**config.mk**
```make
export PLATFORM = sky130hd
export DESIGN_NAME = wordline_guard
export DESIGN_NICKNAME = d
export VERILOG_FILES = /design/src/rtl/wordline_guard_pkg.sv /design/src/rtl/wordline_guard_halves.sv /design/src/rtl/wordline_guard_parity.sv /design/src/rtl/wordline_guard_tree.sv /design/src/rtl/wordline_guard.sv
export SDC_FILE = /design/constraint.sdc
export NUM_CORES = 1
export LEC_CHECK = 0
export BUFFER_PORTS_ARGS = -buffer_cell sky130_fd_sc_hd__buf_2
export CAP_MARGIN = 20
export CORE_AREA = 3 3 40 42
export CTS_CLUSTER_SIZE = 25
export DETAILED_ROUTE_END_ITERATION = 8
export DIE_AREA = 0 0 43 45
export PLACE_DENSITY_LB_ADDON = 0.12
export SLEW_MARGIN = 20
export SYNTH_ARGS = -nofsm -noshare
export SYNTH_HDL_FRONTEND = slang
export SYNTH_SLANG_ARGS = --single-unit
```
**constraint.sdc**
```tcl
create_clock -name clk -period 2.95 [get_ports clk]
set_clock_uncertainty 0.1 [all_clocks]
set_input_delay 0.1475 -clock clk [delete_from_list [all_inputs] [get_ports clk]]
set_output_delay 0.1475 -clock clk [all_outputs]
set_load 0.01 [all_outputs]
```
**src/rtl/wordline_guard_pkg.sv**
```systemverilog
package wordline_guard_pkg;

    // A dual-rail pair; a healthy pair has hi != lo.
    typedef struct packed {
        logic hi;
        logic lo;
    } rail_t;

    localparam rail_t RAIL_HEALTHY = '{hi: 1'b0, lo: 1'b1};
    localparam rail_t RAIL_FAULT   = '{hi: 1'b1, lo: 1'b0};

    // Two-rail merge: the result is complementary only if both inputs are.
    function automatic rail_t rail_merge(input rail_t a, input rail_t b);
        rail_t z;
        z.hi = (a.hi & b.hi) | (a.lo & b.lo);
        z.lo = (a.hi & b.lo) | (a.lo & b.hi);
        return z;
    endfunction

    function automatic logic rail_valid(input rail_t r);
        return r.hi ^ r.lo;
    endfunction

    // Parity of a constant index, used while elaborating.
    function automatic bit index_odd(input int unsigned idx);
        bit p;
        p = 1'b0;
        for (int b = 0; b < 32; b++) begin
            p = p ^ idx[b];
        end
        return p;
    endfunction

endpackage

```
**src/rtl/wordline_guard_halves.sv**
```systemverilog
module wordline_guard_halves
    import wordline_guard_pkg::*;
#(
    parameter int N_LINES = 16,
    localparam int HALF = N_LINES / 2
) (
    input  logic [N_LINES-1:0] wl_sel,
    output rail_t              pair
);
    logic upper_x;
    logic lower_x;

    always_comb begin
        upper_x = ^wl_sel[N_LINES-1:HALF];
        lower_x = ^wl_sel[HALF-1:0];
        pair.hi = upper_x;
        pair.lo = lower_x;
    end
endmodule

```
**src/rtl/wordline_guard_parity.sv**
```systemverilog
module wordline_guard_parity
    import wordline_guard_pkg::*;
#(
    parameter int N_LINES = 16
) (
    input  logic [N_LINES-1:0] wl_sel,
    input  logic               addr_par,
    output rail_t              pair
);
    logic [N_LINES-1:0] even_mask;

    for (genvar i = 0; i < N_LINES; i++) begin : g_mask
        if (index_odd(i)) begin : g_odd
            assign even_mask[i] = 1'b0;
        end else begin : g_even
            assign even_mask[i] = 1'b1;
        end
    end

    logic even_hit;

    always_comb begin
        even_hit = |(wl_sel & even_mask);
        pair.hi  = even_hit;
        pair.lo  = addr_par;
    end
endmodule

```
**src/rtl/wordline_guard_tree.sv**
```systemverilog
module wordline_guard_tree
    import wordline_guard_pkg::*;
#(
    parameter int N_PAIRS = 2
) (
    input  rail_t [N_PAIRS-1:0] pairs,
    output rail_t               merged
);
    rail_t [N_PAIRS-1:0] chain;

    assign chain[0] = pairs[0];
    for (genvar i = 1; i < N_PAIRS; i++) begin : g_link
        assign chain[i] = rail_merge(chain[i-1], pairs[i]);
    end

    assign merged = chain[N_PAIRS-1];
endmodule

```
**src/rtl/wordline_guard.sv**
```systemverilog
module wordline_guard
    import wordline_guard_pkg::*;
#(
    parameter int ADDR_W = 4,
    localparam int N_LINES = 1 << ADDR_W
) (
    input  logic               clk,
    input  logic               rst,
    input  logic               acc_stb,
    input  logic               wr_req,
    input  logic               addr_par,
    input  logic [N_LINES-1:0] wl_sel,
    output logic               mem_we,
    output logic [1:0]         err_rail
);
    localparam int N_PAIRS = 2;

    rail_t [N_PAIRS-1:0] pairs;
    rail_t               merged;
    rail_t               status_q;
    logic                live_ok;

    wordline_guard_halves #(.N_LINES(N_LINES)) halves_i (
        .wl_sel (wl_sel),
        .pair   (pairs[0])
    );

    wordline_guard_parity #(.N_LINES(N_LINES)) parity_i (
        .wl_sel   (wl_sel),
        .addr_par (addr_par),
        .pair     (pairs[1])
    );

    wordline_guard_tree #(.N_PAIRS(N_PAIRS)) tree_i (
        .pairs  (pairs),
        .merged (merged)
    );

    assign live_ok = rail_valid(merged);

    always_ff @(posedge clk) begin
        if (rst) begin
            status_q <= RAIL_HEALTHY;
        end else if (acc_stb && !live_ok) begin
            status_q <= RAIL_FAULT;
        end
    end

    assign mem_we   = acc_stb & wr_req & live_ok & ~status_q.hi;
    assign err_rail = status_q;
endmodule

```
==> flow_summary.ini, run 1 <==
[run_status]
status = complete, no violations

[synthesis]
yosysWarnings = 0
synth_top_family_by_area = XOR/XNOR gates
avgSynthCellArea_um2 = 8.50
synthSimpleGateAreaFrac_pct = 15.7
synth_xor_area_share_pct = 56.9
yosysSeqAreaShare_pct = 16.2
ys_seq_elements = 2
muxShareOfSynthArea_pct = 0
synth_compound_area_share_pct = 8.12
netlist_instances = 29
syn-cell-area_um2 = 246
ys_types = 11
synth_nets = 50
synthAdderAreaFrac_pct = 0

[worst_setup_path]
crit_required_ns = 2.70
crit_type = input pin to output pin
r2r_cells = 2
r2r_setup_slack_ns = 2.08
r2r_end = err_rail[1]
r2r-start = err_rail[1]
worstSetupEndpointType = output pin
cp-start-kind = input pin
cp.arrival_ns = 1.22
cp_max_fo = 3
startpoint = wl_sel[6]

[route]
vias_per_cell = 3.87
drc = 0
ant_nets = 0
num_vias = 271
firstDrtPassIters = 2
wl_per_cell_um = 8.51
drt_iter0_drc = 1
drt-total-wl_um = 596

[cts]
post_cts_buffers = 0
clk_path_buf_depth = 2
htreeDepth = 1
ctsResizeCount = 0
postCtsHoldBufs = 0
cts.clk_slew.worst_paths_ns = 0.03
numCtsBuffers = 3
cts.sinks = 2
cts_tree = yes
cts-root-buf = clkbuf_4
clk_latency_ns = 0.22

[placed_design]
dp_slack_ns = 1.43
dpl.hpwl_um = 521
gp_congestion = 0.630
dp_cells = 67
io_buffer_count = 23

[finish]
final_util_pct = 31.4
most-common-layout-cells = 23 x buf_2, 13 x xnor2_1, 3 x xor2_1, 3 x clkbuf_4
num_antenna_cells = 0
area_growth_syn_to_layout_pct = 63.5
finalNetCount = 78
final_common_cell = buf_2
drive_gt1_share_pct = 47.3
fillerInstances = 146
largest_register_ffs = 2
final_cells = 70

[run]
max_cap_viol_count = 0

[floorplanning]
die_x_um = 43
io-pin-count = 24
floorplan.rows = 13
core-area_um2 = 1280
die_area_um2 = 1940
die_h_um = 45
initial_core_util_pct = 19.2

[timing]
min_period_over_period_pct = 49.8
tns_ns = 0
relSlewSlack_pct = 83.3
drv_slew = 0
min_period_ns = 1.47
worstMarginPinSlew_ns = 0.248
rsz0062_at_grt = false
max_freq_mhz = 681
finalSetupViolCount = 0
fin_ws_ns = 1.48
finalHoldViolCount = 0

[pwr]
peakVddDrop_v = 0.000149
powerDensity_nw_per_um2 = 461
power.leakage_nw = 0.188
power_mw = 0.186

[global_route]
antenna_found_initial = 0
grt_overflow_total = 0
grt_first_pass_wirelength_um = 945
grt_pass1_vias = 241
grt_max_degree = 5
grt_use_total_pct = 6.64

[hold_path]
min_from = rst
hp-class = input pin to flop
holdPathStages = 3
holdPathEnd = err_rail[0]
cell families after synthesis:
kind of cell           Yosys count
XOR/XNOR                        16
AND/OR/NAND/NOR                  7
flip-flops                       2
buffers and inverters            2
AO/OA/AOI/OAI                    2
metal layers:
layer	vias to the layer above	global-route usage, %	wire, um	share of wire, %
li1	151	-	-	-
met1	104	8.85	255	43
met2	16	8.08	256	43
met3	0	1.59	84	14
met4	0	7.23	0	0
met5	-	0	0	0
area by class of cell:
cell class / instances / area, um2 / share of cell area [%]
clock buffer: 3 / 22.5 / 5.59
inverter: 2 / 7.51 / 1.86
multi-input combinational: 25 / 199 / 49.4
sequential: 2 / 40.0 / 9.94
tap: 15 / 18.8 / 4.66
timing repair buffer: 23 / 115 / 28.6
worst max-delay path by stage:
stage,cells after the start,end
after global placement,7,mem_we
after CTS,7,mem_we
after floorplan,5,mem_we
final,7,mem_we
after global routing,7,mem_we
after detailed placement,7,mem_we
cell usage after synthesis:
library cell,count,share of area [%]
nor2_1,1,1.5
o221a_1,1,4.6
nand2_1,2,3.0
xor2_1,3,11
o221ai_1,1,3.6
nand2b_1,1,2.5
xnor2_1,13,46
nor4_1,2,5.1
dfxtp_1,2,16
nand4b_1,1,3.6
inv_1,2,3.0
metrics by stage:
stage	instance area [um2]	hold WS [ns]
2_1_floorplan	246	0.161
3_3_place_gp	380	0.262
3_5_place_dp	380	0.264
4_1_cts	403	0.0301
5_1_grt	403	0.0400
6_report	403	0.0351
worst max-delay path, stage by stage:
cell and delay (ns):
buf_2 0.11, nor4_1 0.28, nand2_1 0.10, xor2_1 0.22, nand4b_1 0.12, nor2_1 0.10, buf_2 0.14
where the power goes:
group	internal [mW]	leakage (nW)	total, mW	switching, mW
Clock	0.0448	0.0138	0.0598	0.0150
Sequential	0.0331	0.0167	0.0375	0.00438
Combinational	0.0486	0.158	0.0883	0.0397
Total	0.127	0.188	0.186	0.0590
No activity file was read; power rests on OpenSTA's default activity.
==> inputs of run 2 (changes only) <==
==> constraint.sdc (replaced) <==
create_clock -name clk -period 1.5 [get_ports clk]
set_clock_uncertainty 0.1 [all_clocks]
set_input_delay 0.075 -clock clk [delete_from_list [all_inputs] [get_ports clk]]
set_output_delay 0.075 -clock clk [all_outputs]
set_load 0.01 [all_outputs]
==> run 2 against run 1 <==
Effect of this change:
- global-route usage rose by 1.0 points
- cell area rose by 4.0%
- via count rose by 7.0%
- worst hold slack got worse by 0.0081 ns
- largest power group unchanged
- highest routed layer unchanged
==> flow_summary.ini, run 2 (same netlist as run 1, synthesis figures left out) <==
[timing]
min_period_ns = 1.33
tns_ns = 0
finalSetupViolCount = 0
finalHoldViolCount = 0
fin_ws_ns = 0.168
hold_ws_ns = 0.0270
worstMarginPinSlew_ns = 0.245
relSlewSlack_pct = 83.6
drv_slew = 0
min_period_over_period_pct = 88.8
max_freq_mhz = 751
rsz0062_at_grt = false

[placed_design]
post_dp_cell_area_um2 = 380
dp_slack_ns = 0.109
gp_congestion = 0.652
io_buffer_count = 23
dpl.hpwl_um = 549

[route]
firstDrtPassIters = 2
drt-total-wl_um = 649
drc = 0
wl_per_cell_um = 9.14
vias_per_cell = 4.08
ant_nets = 0
num_vias = 290
drt_iter0_drc = 1

[finish]
drive_gt1_share_pct = 48.2
final_util_pct = 32.6
design_area_um2 = 419
most-common-layout-cells = 23 x buf_2, 13 x xnor2_1, 3 x xor2_1, 3 x clkbuf_4
multi_input_area_um2 = 205
area_growth_syn_to_layout_pct = 70.1
num_antenna_cells = 0
fillerInstances = 142
final_common_cell = buf_2
register_area_um2 = 40.0
finalNetCount = 79
largest_register_ffs = 2

[cts]
cts-root-buf = clkbuf_4
clk_latency_ns = 0.22
numCtsBuffers = 3
cts.sinks = 2
cts_tree = yes
htreeDepth = 1
cts.clk_slew.worst_paths_ns = 0.03
clk_path_buf_depth = 2

[floorplanning]
initial_core_util_pct = 19.2
die_x_um = 43
core-area_um2 = 1280
die_h_um = 45
floorplan.rows = 13
io-pin-count = 24
die_area_um2 = 1940

[pwr]
powerDensity_nw_per_um2 = 882
peakVddDrop_v = 0.000225
power.leakage_nw = 0.193

[global_route]
grt_overflow_total = 0
grt_max_degree = 5
grt_pass1_vias = 274
grt_first_pass_wirelength_um = 1150
grt_use_total_pct = 7.64
antenna_found_initial = 0

[run]
max_cap_viol_count = 0

[worst_setup_path]
r2r_setup_slack_ns = 0.62
cp_max_fo = 3
cp-start-kind = input pin
crit_required_ns = 1.32
cp.arrival_ns = 1.16
crit_type = input pin to output pin
worstSetupEndpointType = output pin

[run_status]
status = complete, no violations

[hold_path]
hp-class = input pin to flop
==> run 2: cell count changes in the layout (fill, tap and decap cells not counted), sizes merged <==
cell,before,now
dlygate4sd3,0,1
==> run 2: power breakdown <==
group          switching [mW]  internal (mW)
combinational          0.0805         0.0978
clock                  0.0300         0.0882
sequential            0.00798         0.0651
total                   0.119          0.251
==> run 2: path summary, 6_finish.rpt <==
kind               startpoint          end  cells past startpoint
setup / recovery    wl_sel[6]       mem_we                      7
hold / removal        acc_stb  err_rail[0]                      2
setup reg to reg  err_rail[1]  err_rail[1]                      2
hold reg to reg   err_rail[0]  err_rail[0]                      2
==> run 2: metrics by stage <==
step                      std cells  power (mW)
final                            71       0.370
after CTS                        71       0.380
after detailed placement         67       0.251
after global routing             71       0.407
after floorplan                  29       0.192
after global placement           67       0.251
==> run 2: critical path, cell delays in order <==
cell      delay [ns]
buf_2           0.12
nor4_2          0.27
nand2_1         0.09
xor2_1          0.24
nand4b_1        0.13
nor2_1          0.10
buf_2           0.14
==> run 2: what timing repair did <==
| item | 4_1_cts | 5_1_grt |
|---|---|---|
| endpoints found under the hold margin | 1 | 0 |
| resized for setup | 0 | 1 |
| endpoints found under the setup margin | 0 | 1 |
| buffers inserted | 0 | 0 |
| hold buffers | 1 | 0 |
==> run 2: layout make-up <==
class	instances	area share (%)
Multi-Input combinational cell	25	49.0
Sequential cell	2	9.55
Inverter	2	1.79
Tap cell	15	4.48
Clock buffer	3	5.37
Timing Repair Buffer	24	29.9
==> run 2: metal layers <==
layer	global-route usage [%]	vias to the layer above	share of wire, %
met3	3.59	0	13
met5	0	-	0
met1	10.3	122	39
met4	1.81	0	0
li1	-	152	-
met2	11.1	16	48
==> inputs of run 3 (changes only) <==
--- a/config.mk
+++ b/config.mk
@@ -12,6 +12,7 @@
 export DETAILED_ROUTE_END_ITERATION = 8
 export DIE_AREA = 0 0 43 45
 export PLACE_DENSITY_LB_ADDON = 0.12
+export RECOVER_POWER = 25
 export SLEW_MARGIN = 20
 export SYNTH_ARGS = -nofsm -noshare
 export SYNTH_HDL_FRONTEND = slang
==> run 3 against run 2 <==
Effect of this change:
- non-clock buffer count stayed put
- clock power barely moved
- wire length up 0.31%
- combinational power barely moved
- register-to-register slack about the same
- clock-buffer cell count unchanged
- critical path depth did not move
- core utilization decreased by 0.097 points
- total power fell by 0.31%
==> flow_summary.ini, run 3 (same netlist as run 1, synthesis figures left out) <==
[cts]
post_cts_buffers = 0
clk_latency_ns = 0.22
cts-root-buf = clkbuf_4
cts.sinks = 2
clk_path_buf_depth = 2
cts.clk_slew.worst_paths_ns = 0.03
numCtsBuffers = 3
htreeDepth = 1
cts_tree = yes

[timing]
min_period_over_period_pct = 88.8
min_period_ns = 1.33
relSlewSlack_pct = 83.6
hold_ws_ns = 0.0270
worstMarginPinSlew_ns = 0.245
max_freq_mhz = 751
finalSetupViolCount = 0
drv_slew = 0
tns_ns = 0
rsz0062_at_grt = false
finalHoldViolCount = 0

[placed_design]
dpl.hpwl_um = 549
gp_congestion = 0.652
io_buffer_count = 23
dp_cells = 67

[route]
num_vias = 290
drt-total-wl_um = 651
vias_per_cell = 4.08
wl_per_cell_um = 9.17
drc = 0
ant_nets = 0
drt_iter0_drc = 1
firstDrtPassIters = 2

[global_route]
grt_max_degree = 5
grt_use_total_pct = 7.64
grt_pass1_vias = 274
grt_overflow_total = 0
antenna_found_initial = 0
grt_first_pass_wirelength_um = 1150

[pwr]
switching_power_mw = 0.119
power_frac_clock_pct = 32.1
peakVddDrop_v = 0.000225
p_comb_share_pct = 48.0
p_int_mw = 0.250
power.leakage_nw = 0.191
swShare_pct = 32.3
powerDensity_nw_per_um2 = 882
seq_power_share_pct = 19.9

[floorplanning]
initial_core_util_pct = 19.2
die_area_um2 = 1940
core-area_um2 = 1280
die_h_um = 45
die_x_um = 43
floorplan.rows = 13
io-pin-count = 24

[worst_setup_path]
crit_required_ns = 1.32
cp_max_fo = 3
cp.arrival_ns = 1.16
worstSetupEndpointType = output pin
cp-start-kind = input pin
crit_type = input pin to output pin

[hold_path]
hp-class = input pin to flop

[finish]
num_antenna_cells = 0
finalNetCount = 79
most-common-layout-cells = 22 x buf_2, 13 x xnor2_1, 3 x xor2_1, 3 x clkbuf_4
drive_gt1_share_pct = 46.4
area_growth_syn_to_layout_pct = 69.5
largest_register_ffs = 2
final_common_cell = buf_2
final_cells = 71

[run]
max_cap_viol_count = 0

[run_status]
status = complete, no violations
-- run 3: worst max-delay path, cell delays in order --
cell	delay (ns)
buf_2	0.12
nor4_2	0.27
nand2_1	0.09
xor2_1	0.24
nand4b_1	0.13
nor2_1	0.10
buf_2	0.14
-- run 3: power groups by stage --
stage	registers, mW	logic (mW)	clock network, mW
2_1_floorplan	0.0785	0.114	0
3_3_place_gp	0.0751	0.176	0
3_5_place_dp	0.0737	0.177	0
4_1_cts	0.0733	0.180	0.127
5_1_grt	0.0754	0.196	0.134
6_report	0.0733	0.177	0.118
-- run 3: metal layers --
| layer | wire length (um) | up-vias | global-route usage [%] |
|---|---|---|---|
| li1 | - | 152 | - |
| met5 | 0 | - | 0 |
| met4 | 0 | 0 | 1.81 |
| met2 | 311 | 16 | 11.1 |
| met1 | 256 | 122 | 10.3 |
| met3 | 83 | 0 | 3.59 |
-- run 3: timing repair --
item	in CTS	in global routing
hold endpoints to repair	1	0
resized for setup	0	1
hold buffers	1	0
endpoints found under the setup margin	0	1
-- run 3: final timing paths --
kind,depth (start not counted),from,to,slack (ns)
worst max-delay path,7,wl_sel[6],mem_we,0.17
worst min-delay path,2,acc_stb,err_rail[0],0.03
worst max register to register,2,err_rail[1],err_rail[1],0.62
worst min register to register,2,err_rail[0],err_rail[0],0.42
-- run 3: metrics by stage --
stage          setup WS [ns]  utilization, %  instance area [um2]  power [mW]
6_report               0.168            32.5                  418       0.368
2_1_floorplan          0.401               -                  246       0.192
3_3_place_gp          0.0817            29.6                  380       0.251
5_1_grt               0.0781            32.5                  418       0.405
3_5_place_dp           0.109            29.6                  380       0.251
4_1_cts               0.0924            32.1                  413       0.380
-- run 3: final cells by class --
class,instances,area (um2)
clock buffers,3,22.5
inverters,2,7.51
fillers,141,867
repair buffers,24,124
well taps,15,18.8
multi-input cells,25,205
flip-flops and latches,2,40.0
